==> config.mk <==
export PLATFORM = sky130hd
export DESIGN_NAME = dma_addr_seq
export DESIGN_NICKNAME = d
export VERILOG_FILES = /design/src/rtl/dma_seq_pkg.sv /design/src/rtl/dma_ctrl_reg.sv /design/src/rtl/dma_addr_side.sv /design/src/rtl/dma_addr_seq.sv
export SDC_FILE = /design/constraint.sdc
export NUM_CORES = 1
export LEC_CHECK = 0
export ABC_AREA = 0
export BUFFER_PORTS_ARGS = -buffer_cell sky130_fd_sc_hd__buf_2
export CORE_MARGIN = 4
export CORE_UTILIZATION = 40
export CTS_CLUSTER_DIAMETER = 60
export DETAILED_ROUTE_END_ITERATION = 12
export GPL_ROUTABILITY_DRIVEN = 1
export MAX_ROUTING_LAYER = met4
export PLACE_DENSITY = 0.65
export SETUP_SLACK_MARGIN = 0.5
export SYNTH_ARGS = -nofsm -noshare
export SYNTH_HDL_FRONTEND = slang
export SYNTH_SLANG_ARGS = --single-unit
==> constraint.sdc <==
create_clock -name clk -period 3.4 [get_ports clk]
set_input_delay 0.34 -clock clk [delete_from_list [all_inputs] [get_ports clk]]
set_output_delay 0.34 -clock clk [all_outputs]
set_load 0.02 [all_outputs]
==> src/rtl/dma_seq_pkg.sv <==
package dma_seq_pkg;

   typedef enum logic [1:0] {
      AM_FIXED = 2'b00,
      AM_INC   = 2'b01,
      AM_DEC   = 2'b10,
      AM_RSVD  = 2'b11
   } addr_mode_e;

   localparam int CTRL_W  = 16;
   localparam int DM_LSB  = 14;
   localparam int SM_LSB  = 12;
   localparam int RQ_LSB  = 8;
   localparam int RQ_W    = 4;
   localparam int EN_BIT  = 0;

   localparam logic [1:0] RA_SRC  = 2'd0;
   localparam logic [1:0] RA_DST  = 2'd1;
   localparam logic [1:0] RA_CTRL = 2'd2;
   localparam logic [1:0] RA_STAT = 2'd3;

   localparam int SIDE_SRC = 0;
   localparam int SIDE_DST = 1;
   localparam int N_SIDES  = 2;

endpackage

==> src/rtl/dma_ctrl_reg.sv <==
module dma_ctrl_reg
   import dma_seq_pkg::*;
#(
   parameter int W = CTRL_W
) (
   input  logic            clk,
   input  logic            rst_n,
   input  logic            standby,
   input  logic            wr_en,
   input  logic [W-1:0]    wr_data,
   output logic [W-1:0]    ctrl_q,
   output logic            enable,
   output addr_mode_e      dst_mode,
   output addr_mode_e      src_mode,
   output logic [RQ_W-1:0] rq_sel
);

   localparam int CLR_LSB = RQ_LSB;
   localparam int CLR_W   = W - RQ_LSB;

   if (W < DM_LSB + 2) begin : g_bad_width
      $error("dma_ctrl_reg: control width too small for field layout");
   end

   logic [W-1:0] ctrl_d;

   always_comb begin
      ctrl_d = ctrl_q;
      if (standby) begin
         ctrl_d[CLR_LSB +: CLR_W] = '0;
      end else if (wr_en) begin
         ctrl_d = wr_data;
         if (ctrl_q[EN_BIT]) begin
            ctrl_d[RQ_LSB +: RQ_W] = ctrl_q[RQ_LSB +: RQ_W];
         end
      end
   end

   always_ff @(posedge clk or negedge rst_n) begin
      if (!rst_n) ctrl_q <= '0;
      else        ctrl_q <= ctrl_d;
   end

   assign enable   = ctrl_q[EN_BIT];
   assign dst_mode = addr_mode_e'(ctrl_q[DM_LSB +: 2]);
   assign src_mode = addr_mode_e'(ctrl_q[SM_LSB +: 2]);
   assign rq_sel   = ctrl_q[RQ_LSB +: RQ_W];

   AST_RQ_LOCKED: assert property (@(posedge clk) disable iff (!rst_n)
      (enable && !standby) |=> $stable(rq_sel));

   AST_STBY_CLEARS: assert property (@(posedge clk) disable iff (!rst_n)
      standby |=> (dst_mode == AM_FIXED && src_mode == AM_FIXED && rq_sel == '0));

   AST_STBY_KEEPS_EN: assert property (@(posedge clk) disable iff (!rst_n)
      standby |=> $stable(enable));

endmodule

==> src/rtl/dma_addr_side.sv <==
module dma_addr_side
   import dma_seq_pkg::*;
#(
   parameter int ADDR_W    = 32,
   parameter int WORD_STEP = 2
) (
   input  logic              clk,
   input  logic              rst_n,
   input  logic              wr_en,
   input  logic [ADDR_W-1:0] wr_data,
   input  logic              beat,
   input  logic              hold,
   input  logic              size_word,
   input  addr_mode_e        mode,
   output logic [ADDR_W-1:0] addr_q,
   output logic              rsvd_hit
);

   if (ADDR_W < 2) begin : g_bad_addr
      $error("dma_addr_side: address width must be at least 2");
   end
   if (WORD_STEP < 1) begin : g_bad_step
      $error("dma_addr_side: word step must be positive");
   end

   localparam logic [ADDR_W-1:0] STEP_B = ADDR_W'(1);
   localparam logic [ADDR_W-1:0] STEP_W = ADDR_W'(WORD_STEP);

   logic [ADDR_W-1:0] step;
   logic [ADDR_W-1:0] addr_d;
   logic              live;

   assign step = size_word ? STEP_W : STEP_B;
   assign live = beat && !hold;

   always_comb begin
      addr_d = addr_q;
      if (wr_en) begin
         addr_d = wr_data;
      end else if (live) begin
         unique case (mode)
            AM_INC:  addr_d = addr_q + step;
            AM_DEC:  addr_d = addr_q - step;
            default: addr_d = addr_q;
         endcase
      end
   end

   assign rsvd_hit = live && (mode == AM_RSVD);

   always_ff @(posedge clk or negedge rst_n) begin
      if (!rst_n) addr_q <= '0;
      else        addr_q <= addr_d;
   end

   AST_IDLE_STABLE: assert property (@(posedge clk) disable iff (!rst_n)
      (!beat && !wr_en) |=> $stable(addr_q));

   AST_INC_STEP: assert property (@(posedge clk) disable iff (!rst_n)
      (beat && !hold && !wr_en && mode == AM_INC && !size_word)
      |=> addr_q == $past(addr_q) + STEP_B);

   AST_DEC_STEP: assert property (@(posedge clk) disable iff (!rst_n)
      (beat && !hold && !wr_en && mode == AM_DEC && size_word)
      |=> addr_q == $past(addr_q) - STEP_W);

   AST_FROZEN_SIDE: assert property (@(posedge clk) disable iff (!rst_n)
      (beat && hold && !wr_en) |=> $stable(addr_q));

   AST_RSVD_HOLDS: assert property (@(posedge clk) disable iff (!rst_n)
      (beat && !wr_en && mode == AM_RSVD) |=> $stable(addr_q));

endmodule

==> src/rtl/dma_addr_seq.sv <==
module dma_addr_seq
   import dma_seq_pkg::*;
#(
   parameter int ADDR_W    = 32,
   parameter int WORD_STEP = 2
) (
   input  logic              clk,
   input  logic              rst_n,
   input  logic              standby,
   input  logic              reg_wr,
   input  logic [1:0]        reg_addr,
   input  logic [31:0]       reg_wdata,
   output logic [31:0]       reg_rdata,
   input  logic              beat_done,
   input  logic              size_word,
   input  logic              single_addr,
   input  logic              mem_to_dev,
   input  logic              dev_to_mem,
   output logic              chan_en,
   output logic [3:0]        req_src,
   output logic [ADDR_W-1:0] src_addr,
   output logic [ADDR_W-1:0] dst_addr
);

   if (ADDR_W != 32) begin : g_bad_bus
      $error("dma_addr_seq: register port assumes 32-bit addresses");
   end

   logic [CTRL_W-1:0] ctrl_q;
   addr_mode_e        dst_mode;
   addr_mode_e        src_mode;
   logic [RQ_W-1:0]   rq_sel;
   logic              ctrl_wr;
   logic              beat_q;
   logic              err_q;

   addr_mode_e        side_mode [N_SIDES];
   logic              side_hold [N_SIDES];
   logic              side_wr   [N_SIDES];
   logic [ADDR_W-1:0] side_addr [N_SIDES];
   logic              side_rsvd [N_SIDES];

   assign ctrl_wr = reg_wr && (reg_addr == RA_CTRL);

   dma_ctrl_reg #(.W(CTRL_W)) i_ctrl (
      .clk      (clk),
      .rst_n    (rst_n),
      .standby  (standby),
      .wr_en    (ctrl_wr),
      .wr_data  (reg_wdata[CTRL_W-1:0]),
      .ctrl_q   (ctrl_q),
      .enable   (chan_en),
      .dst_mode (dst_mode),
      .src_mode (src_mode),
      .rq_sel   (rq_sel)
   );

   assign req_src = rq_sel;
   assign beat_q  = beat_done && chan_en;

   assign side_mode[SIDE_SRC] = src_mode;
   assign side_mode[SIDE_DST] = dst_mode;
   assign side_hold[SIDE_SRC] = single_addr && dev_to_mem;
   assign side_hold[SIDE_DST] = single_addr && mem_to_dev;
   assign side_wr[SIDE_SRC]   = reg_wr && !chan_en && (reg_addr == RA_SRC);
   assign side_wr[SIDE_DST]   = reg_wr && !chan_en && (reg_addr == RA_DST);

   for (genvar s = 0; s < N_SIDES; s++) begin : g_side
      dma_addr_side #(.ADDR_W(ADDR_W), .WORD_STEP(WORD_STEP)) i_side (
         .clk       (clk),
         .rst_n     (rst_n),
         .wr_en     (side_wr[s]),
         .wr_data   (reg_wdata[ADDR_W-1:0]),
         .beat      (beat_q),
         .hold      (side_hold[s]),
         .size_word (size_word),
         .mode      (side_mode[s]),
         .addr_q    (side_addr[s]),
         .rsvd_hit  (side_rsvd[s])
      );
   end

   assign src_addr = side_addr[SIDE_SRC];
   assign dst_addr = side_addr[SIDE_DST];

   always_ff @(posedge clk or negedge rst_n) begin
      if (!rst_n)                                    err_q <= 1'b0;
      else if (standby)                              err_q <= 1'b0;
      else if (side_rsvd[SIDE_SRC] || side_rsvd[SIDE_DST]) err_q <= 1'b1;
   end

   always_comb begin
      unique case (reg_addr)
         RA_SRC:  reg_rdata = src_addr;
         RA_DST:  reg_rdata = dst_addr;
         RA_CTRL: reg_rdata = {{(32-CTRL_W){1'b0}}, ctrl_q};
         default: reg_rdata = {31'b0, err_q};
      endcase
   end

   AST_ERR_STICKY: assert property (@(posedge clk) disable iff (!rst_n)
      (err_q && !standby) |=> err_q);

   AST_ADDR_LOCKED: assert property (@(posedge clk) disable iff (!rst_n)
      (chan_en && !beat_done) |=> ($stable(src_addr) && $stable(dst_addr)));

   AST_DISABLED_NO_STEP: assert property (@(posedge clk) disable iff (!rst_n)
      (!chan_en && !reg_wr) |=> ($stable(src_addr) && $stable(dst_addr)));

   AST_FLAGS_INERT: assert property (@(posedge clk) disable iff (!rst_n)
      (beat_q && !single_addr && src_mode == AM_INC && !reg_wr)
      |=> src_addr != $past(src_addr));

endmodule

Word level (Yosys, flattened, before mapping):

Cells that the tools add are included.
Widths: inputs -> output; s select.

* $add $sub $neg: 4
* equality and inequality tests: 9
* muxes and demuxes: 13
* bitwise logic cells: 1
* reductions and logical operators: 26

Operators with widths (count)
* $mux 32: 4
* $pmux 32 s2: 2
* $pmux 32 s3: 1
* $add 32x32->32: 2
* $sub 32x32->32: 2
* $mux 16: 1
* $logic_and 1x1->1: 11
* $eq 2x2->1 const B: 5
* $mux 8: 1
* $reduce_and 2->1: 4
* $reduce_bool 2->1: 4
* $eq 2x1->1 const B: 3
* $reduce_bool 3->1: 2
* $mux 4: 1
* $logic_not 1->1: 3
* $logic_not 2->1: 1
* $mux 1: 2
* $mux 2: 1
* $ne 2x2->1 const B: 1
* $logic_or 1x1->1: 1
* $not 1->1: 1

* flip-flop bits (word level): 81
* bits of input ports: 43
* output and inout port bits: 101

Longest topological paths before layout:

* depth in word-level cells: 7
* depth in mapped cells: 16
* gate-level depth less buffers: 14

Hierarchy:

A second synthesis with hierarchy kept.

* cells, all modules: 958
* area total of the unflattened synthesis: 7689.9 µm²

Modules (own cells, without submodules)
* dma_addr_side (g_side[1].i_side): times used 1, cells an instance 429, area each 3173.0 µm²
* dma_addr_side (g_side[0].i_side): times used 1, cells an instance 387, area each 3025.4 µm²
* dma_ctrl_reg: times used 1, cells an instance 58, area each 780.7 µm²
* dma_addr_seq: times used 1, cells an instance 84, area each 710.7 µm²

Worst setup path after synthesis:

No wires, ideal clock.

* kind: register to register
* start point: register i_ctrl.ctrl_q[12]
* end point: register g_side[0].i_side.addr_q[28]
* setup time: 0.069 ns
* arrival: 3.406 ns
* data required time: 3.331 ns
* path slack: -0.076 ns
* stages on the path, launching flop included: 16
* clock period less this slack: 3.476 ns
* path through: dfrtp_1 inv_1 ha_1 clkbuf_1 inv_1 clkbuf_1 nor2_1 fa_1 a21boi_0 a2bb2oi_1 o211ai_2 a31oi_1 o31ai_1 xnor2_1 or3_1 nand3_1

* longest elaborated chain between the ends: 4

RTL lines
* start, declared: RTL line dma_ctrl_reg.sv:11 `output logic [W-1:0] ctrl_q,`
* start signal, assigned: RTL line dma_ctrl_reg.sv:41 `else ctrl_q <= ctrl_d;`
* $eq 2x2->1 / $eq 2x1->1 (equally long branches): RTL line dma_addr_side.sv:41 `unique case (mode)`
* $pmux 32 s2: RTL line dma_addr_side.sv:41
* $mux 32: RTL line dma_addr_side.sv:40 `end else if (live) begin`
* $mux 32: RTL line dma_addr_side.sv:38 `if (wr_en) begin`
* end signal, assigned: RTL line dma_addr_side.sv:53 `else addr_q <= addr_d;`
* end, declared: RTL line dma_addr_side.sv:15 `output logic [ADDR_W-1:0] addr_q,`

Parallel ways exist; a longest one is shown, timed or not. The select of a mux whose other input is x is not followed.
A chain may end at the register's enable or synchronous reset.

Final worst setup path:

* start point: register i_ctrl.ctrl_q[15]
* end point: register g_side[1].i_side.addr_q[24]

* longest elaborated chain between the ends: 4

RTL lines (RTL line)
* $eq 2x2->1 / $eq 2x1->1 (equally long branches): dma_addr_side.sv:41
* $pmux 32 s2: dma_addr_side.sv:41
* $mux 32: dma_addr_side.sv:40
* $mux 32: dma_addr_side.sv:38
* end signal, assigned: dma_addr_side.sv:53
* end, declared: dma_addr_side.sv:15

Parallel ways exist; a longest one is shown, timed or not. The select of a mux whose other input is x is not followed.

==> impl_metrics.yaml <==
worst_setup_path:
  worstPathCellList: "ha_4 -> inv_4 -> nor2_4 -> fa_2 -> buf_4 -> a21oi_4 -> a2bb2oi_2 -> o32a_1 -> o221ai_4 -> a31oi_4 -> o21a_1 -> xnor2_1 -> or3_1 -> nand3_1"
  ff2ff_setup_slack_ns: 0.53
  reg2reg_depth: 14
  critPathCaptureType: "register"
  cp_slowest_cell: "dfrtp_2"
  start_kind: "register"
  critPathArrivalTime_ns: 3.16
  cp_max_fo: 4
  critical_path_required_ns: 3.69
  critPathMaxStageDelay_ns: 0.45
  r2r_end: "g_side[1].i_side.addr_q[24]$_DFFE_PN0P_"
  critical_path_class: "reg2reg"
  r2r_start: "i_ctrl.ctrl_q[15]$_DFFE_PN0P_"
clocking:
  cts_inserted_buffers: 9
  clk_latency_ns: 0.36
  cts_tree: "yes"
  clock_sinks: 81
  cts_buffer_depth: 2
  clockRootBuffer: "clkbuf_16"
  path_clk_slew_ns: 0.07
  cts_max_level: 3
synthesis:
  synth_cells: 1093
  synth-edff-count: 0
  ys_seq_area_frac: 0.2432
  synth_area_leaders: "dfrtp_1 (24%), o21ai_0 (6.8%), a21oi_1 (5.5%), xnor2_1 (5.1%), mux2i_1 (4.0%)"
  synth_area_leader_cell: "dfrtp_1"
  synth_seq_cells: 81
  syn_area_per_cell_um2: 7.626
  async_flop_share: 1.000
  synth_top_area_frac: 0.2432
  synth_area_um2: 8335
  syn_nets: 1148
  synth_ff_type: "dfrtp_1"
  yosys_warnings: 0
  ys_types: 90
final_layout:
  nNetsFinal: 1267
  final_core_utilization: 0.4918
  area_growth_pct: 20.16
  drive_gt1_frac: 0.2638
global_route:
  grt_max_degree: 41
  antenna_found_initial: 1
  grt_pass1_wl_um: 48050
  grt_pass1_vias: 8412
  gr-total-overflow: 0
  gr-usage-all-layers: 0.2603
min_path:
  min_from: "reg_wdata[25]"
  holdPathEnd: "g_side[1].i_side.addr_q[25]$_DFFE_PN0P_"
  worstHoldPathType: "in2reg"
  min_path_cells: 3
floorplanning:
  die_h_um: 152.4
  initial_core_util: 0.4093
  ios: 144
  core_um2: 20360
  rows: 52
  dieArea_um2: 23210
  die_x_um: 152.4
placed_design:
  portBuffers: 143
  place_congestion: 0.9305
  hpwl_um: 22330
power_and_ir_drop:
  p_leak_nw: 4.169
  peakVddDrop_uv: 327.5
  power.density_nw_per_um2: 542.4
drt:
  route.detailed.drc: 0
  drtIter0Drc: 1045
  vias: 9349
  wl_per_cell_um: 21.09
  wl_um: 31390
  ant_nets: 0
  via_per_inst: 6.283
  first_pass_iters: 5
timing:
  relSlewSlack: 0.5018
  whs_ns: 0.2391
  min_period_ns: 2.866
  hold_viol_final: 0
  rsz0062_at_grt: "yes"
  fin_skew_ns: 0.008955
  fmax_mhz: 348.9
  setup_tns_ns: 0
  worst_slew_pin_slew_ns: 0.7474
  drv_slew: 0
  fin_crit_sh: 0.8430
  finalSetupViolCount: 0
job:
  maxCapViolCount: 0
status:
  outcome: "finished, final reports clean"
==> final cells by class <==
type                            instances  area [um^2]
Antenna cell                            1        2.502
Sequential cell                        81         2031
Tap cell                              270        337.8
Timing Repair Buffer                  226         1363
Clock inverter                          6        68.82
Clock buffer                           10        229.0
Inverter                               35        136.4
Multi-Input combinational cell        859         5848
Fill cell                            2007        10350
==> cell usage in the layout (no fill, tap or decap), types with 14 or more instances in the layout <==
cell type and instances:
o21ai_0 99, nor2_1 77, or3_1 14, a221o_1 22
nor3_1 47, xnor2_1 47, o21ai_1 18, dfrtp_1 78
nand3_1 26, nor3b_1 18, a22oi_1 21, inv_1 29
buf_4 79, buf_2 142, mux2i_1 33, nand2_1 85
a21oi_1 87
==> metal layers <==
layer | vias to the layer above | global-route usage | wire length (um)
met5 | - | - | 0
met4 | 0 | 0.07920 | 955
met3 | 70 | 0.05169 | 2754
met2 | 460 | 0.3842 | 14000
met1 | 4533 | 0.3610 | 13680
li1 | 4286 | - | -
==> where the power goes <==
part           switching [W]  internal (W)
clock network       0.000438      0.000572
logic                0.00153      0.000963
registers           0.000720       0.00121
total                0.00268       0.00275
==> cell families after synthesis <==
kind of cell               Yosys count  synth area share
AOI/OAI and AO/OA                  395            0.3131
xor gates and xnor gates            56           0.05884
adders and majority gates           12           0.01981
buffers and inverters              153           0.09321
DFF                                 81            0.2432
muxes                               43           0.05494
and+or+nand+nor                    353            0.2169
==> cells in the mapped netlist (6+ instances only) <==
library cell	count
o21ai_1	6
clkbuf_8	13
a21oi_1	91
o22ai_1	15
dfrtp_1	81
o211a_1	6
nor4_1	12
nand2_1	85
ha_1	10
xnor2_1	49
xor2_1	7
o21ai_0	114
a31oi_1	9
o31a_1	8
buf_2	13
or3_1	14
o31ai_1	12
nand3_1	26
a21o_1	7
a32oi_1	12
inv_1	33
clkbuf_1	73
buf_1	7
nor3b_1	19
and3_1	7
nor2b_1	8
o21a_1	9
mux2_2	8
a2bb2oi_1	6
nor3_1	49
mux2i_1	33
and2_1	8
a22oi_1	21
buf_4	7
a221o_1	22
nand2b_1	11
nor2_1	80
==> registers in the layout, summed over array words and instances, names as in the netlist <==
name	cells
i_ctrl.ctrl_q	16
g_side.i_side.addr_q	64
err_q	1
==> critical path: cells and delay by family (launching register included) <==
kind / cells / cell delay (ns)
buffers and inverters: 2 / 0.23
and+or+nand+nor: 3 / 0.43
xor gates and xnor gates: 1 / 0.09
adders and majority gates: 2 / 0.53
AOI/OAI and AO/OA: 6 / 1.08
DFF: 1 / 0.45
==> worst max path at each step <==
stage	from	to
floorplan	i_ctrl.ctrl_q[14]$_DFFE_PN0P_	g_side[1].i_side.addr_q[24]$_DFFE_PN0P_
global placement	i_ctrl.ctrl_q[14]$_DFFE_PN0P_	g_side[1].i_side.addr_q[31]$_DFFE_PN0P_
detailed placement	i_ctrl.ctrl_q[14]$_DFFE_PN0P_	g_side[1].i_side.addr_q[31]$_DFFE_PN0P_
CTS	i_ctrl.ctrl_q[14]$_DFFE_PN0P_	g_side[1].i_side.addr_q[24]$_DFFE_PN0P_
global route	i_ctrl.ctrl_q[15]$_DFFE_PN0P_	g_side[1].i_side.addr_q[30]$_DFFE_PN0P_
finish	i_ctrl.ctrl_q[15]$_DFFE_PN0P_	g_side[1].i_side.addr_q[24]$_DFFE_PN0P_
==> stage by stage <==
| stage | total power [W] | instance area [um^2] | setup WS (ns) | cells |
|---|---|---|---|---|
| CTS | 0.005333 | 9649 | 0.4978 | 1463 |
| global placement | 0.004271 | 9174 | 0.3161 | 1434 |
| detailed placement | 0.004298 | 9174 | 0.2391 | 1434 |
| finish | 0.005433 | 10020 | 0.5339 | 1488 |
| floorplan | 0.003439 | 8424 | 0.3483 | 1093 |
| global route | 0.005750 | 10020 | 0.3931 | 1488 |
==> what timing repair did <==
item | 4_1_cts | 5_1_grt
hold buffers | 1 | 0
buffers inserted | 12 | 24
cloned | 0 | 0
endpoints found under the hold margin | 23 | 0
endpoints found under the setup margin | 22 | 32
resized for setup | 15 | 50
pin swaps | 14 | 26
No activity file was read; power rests on OpenSTA's default activity.
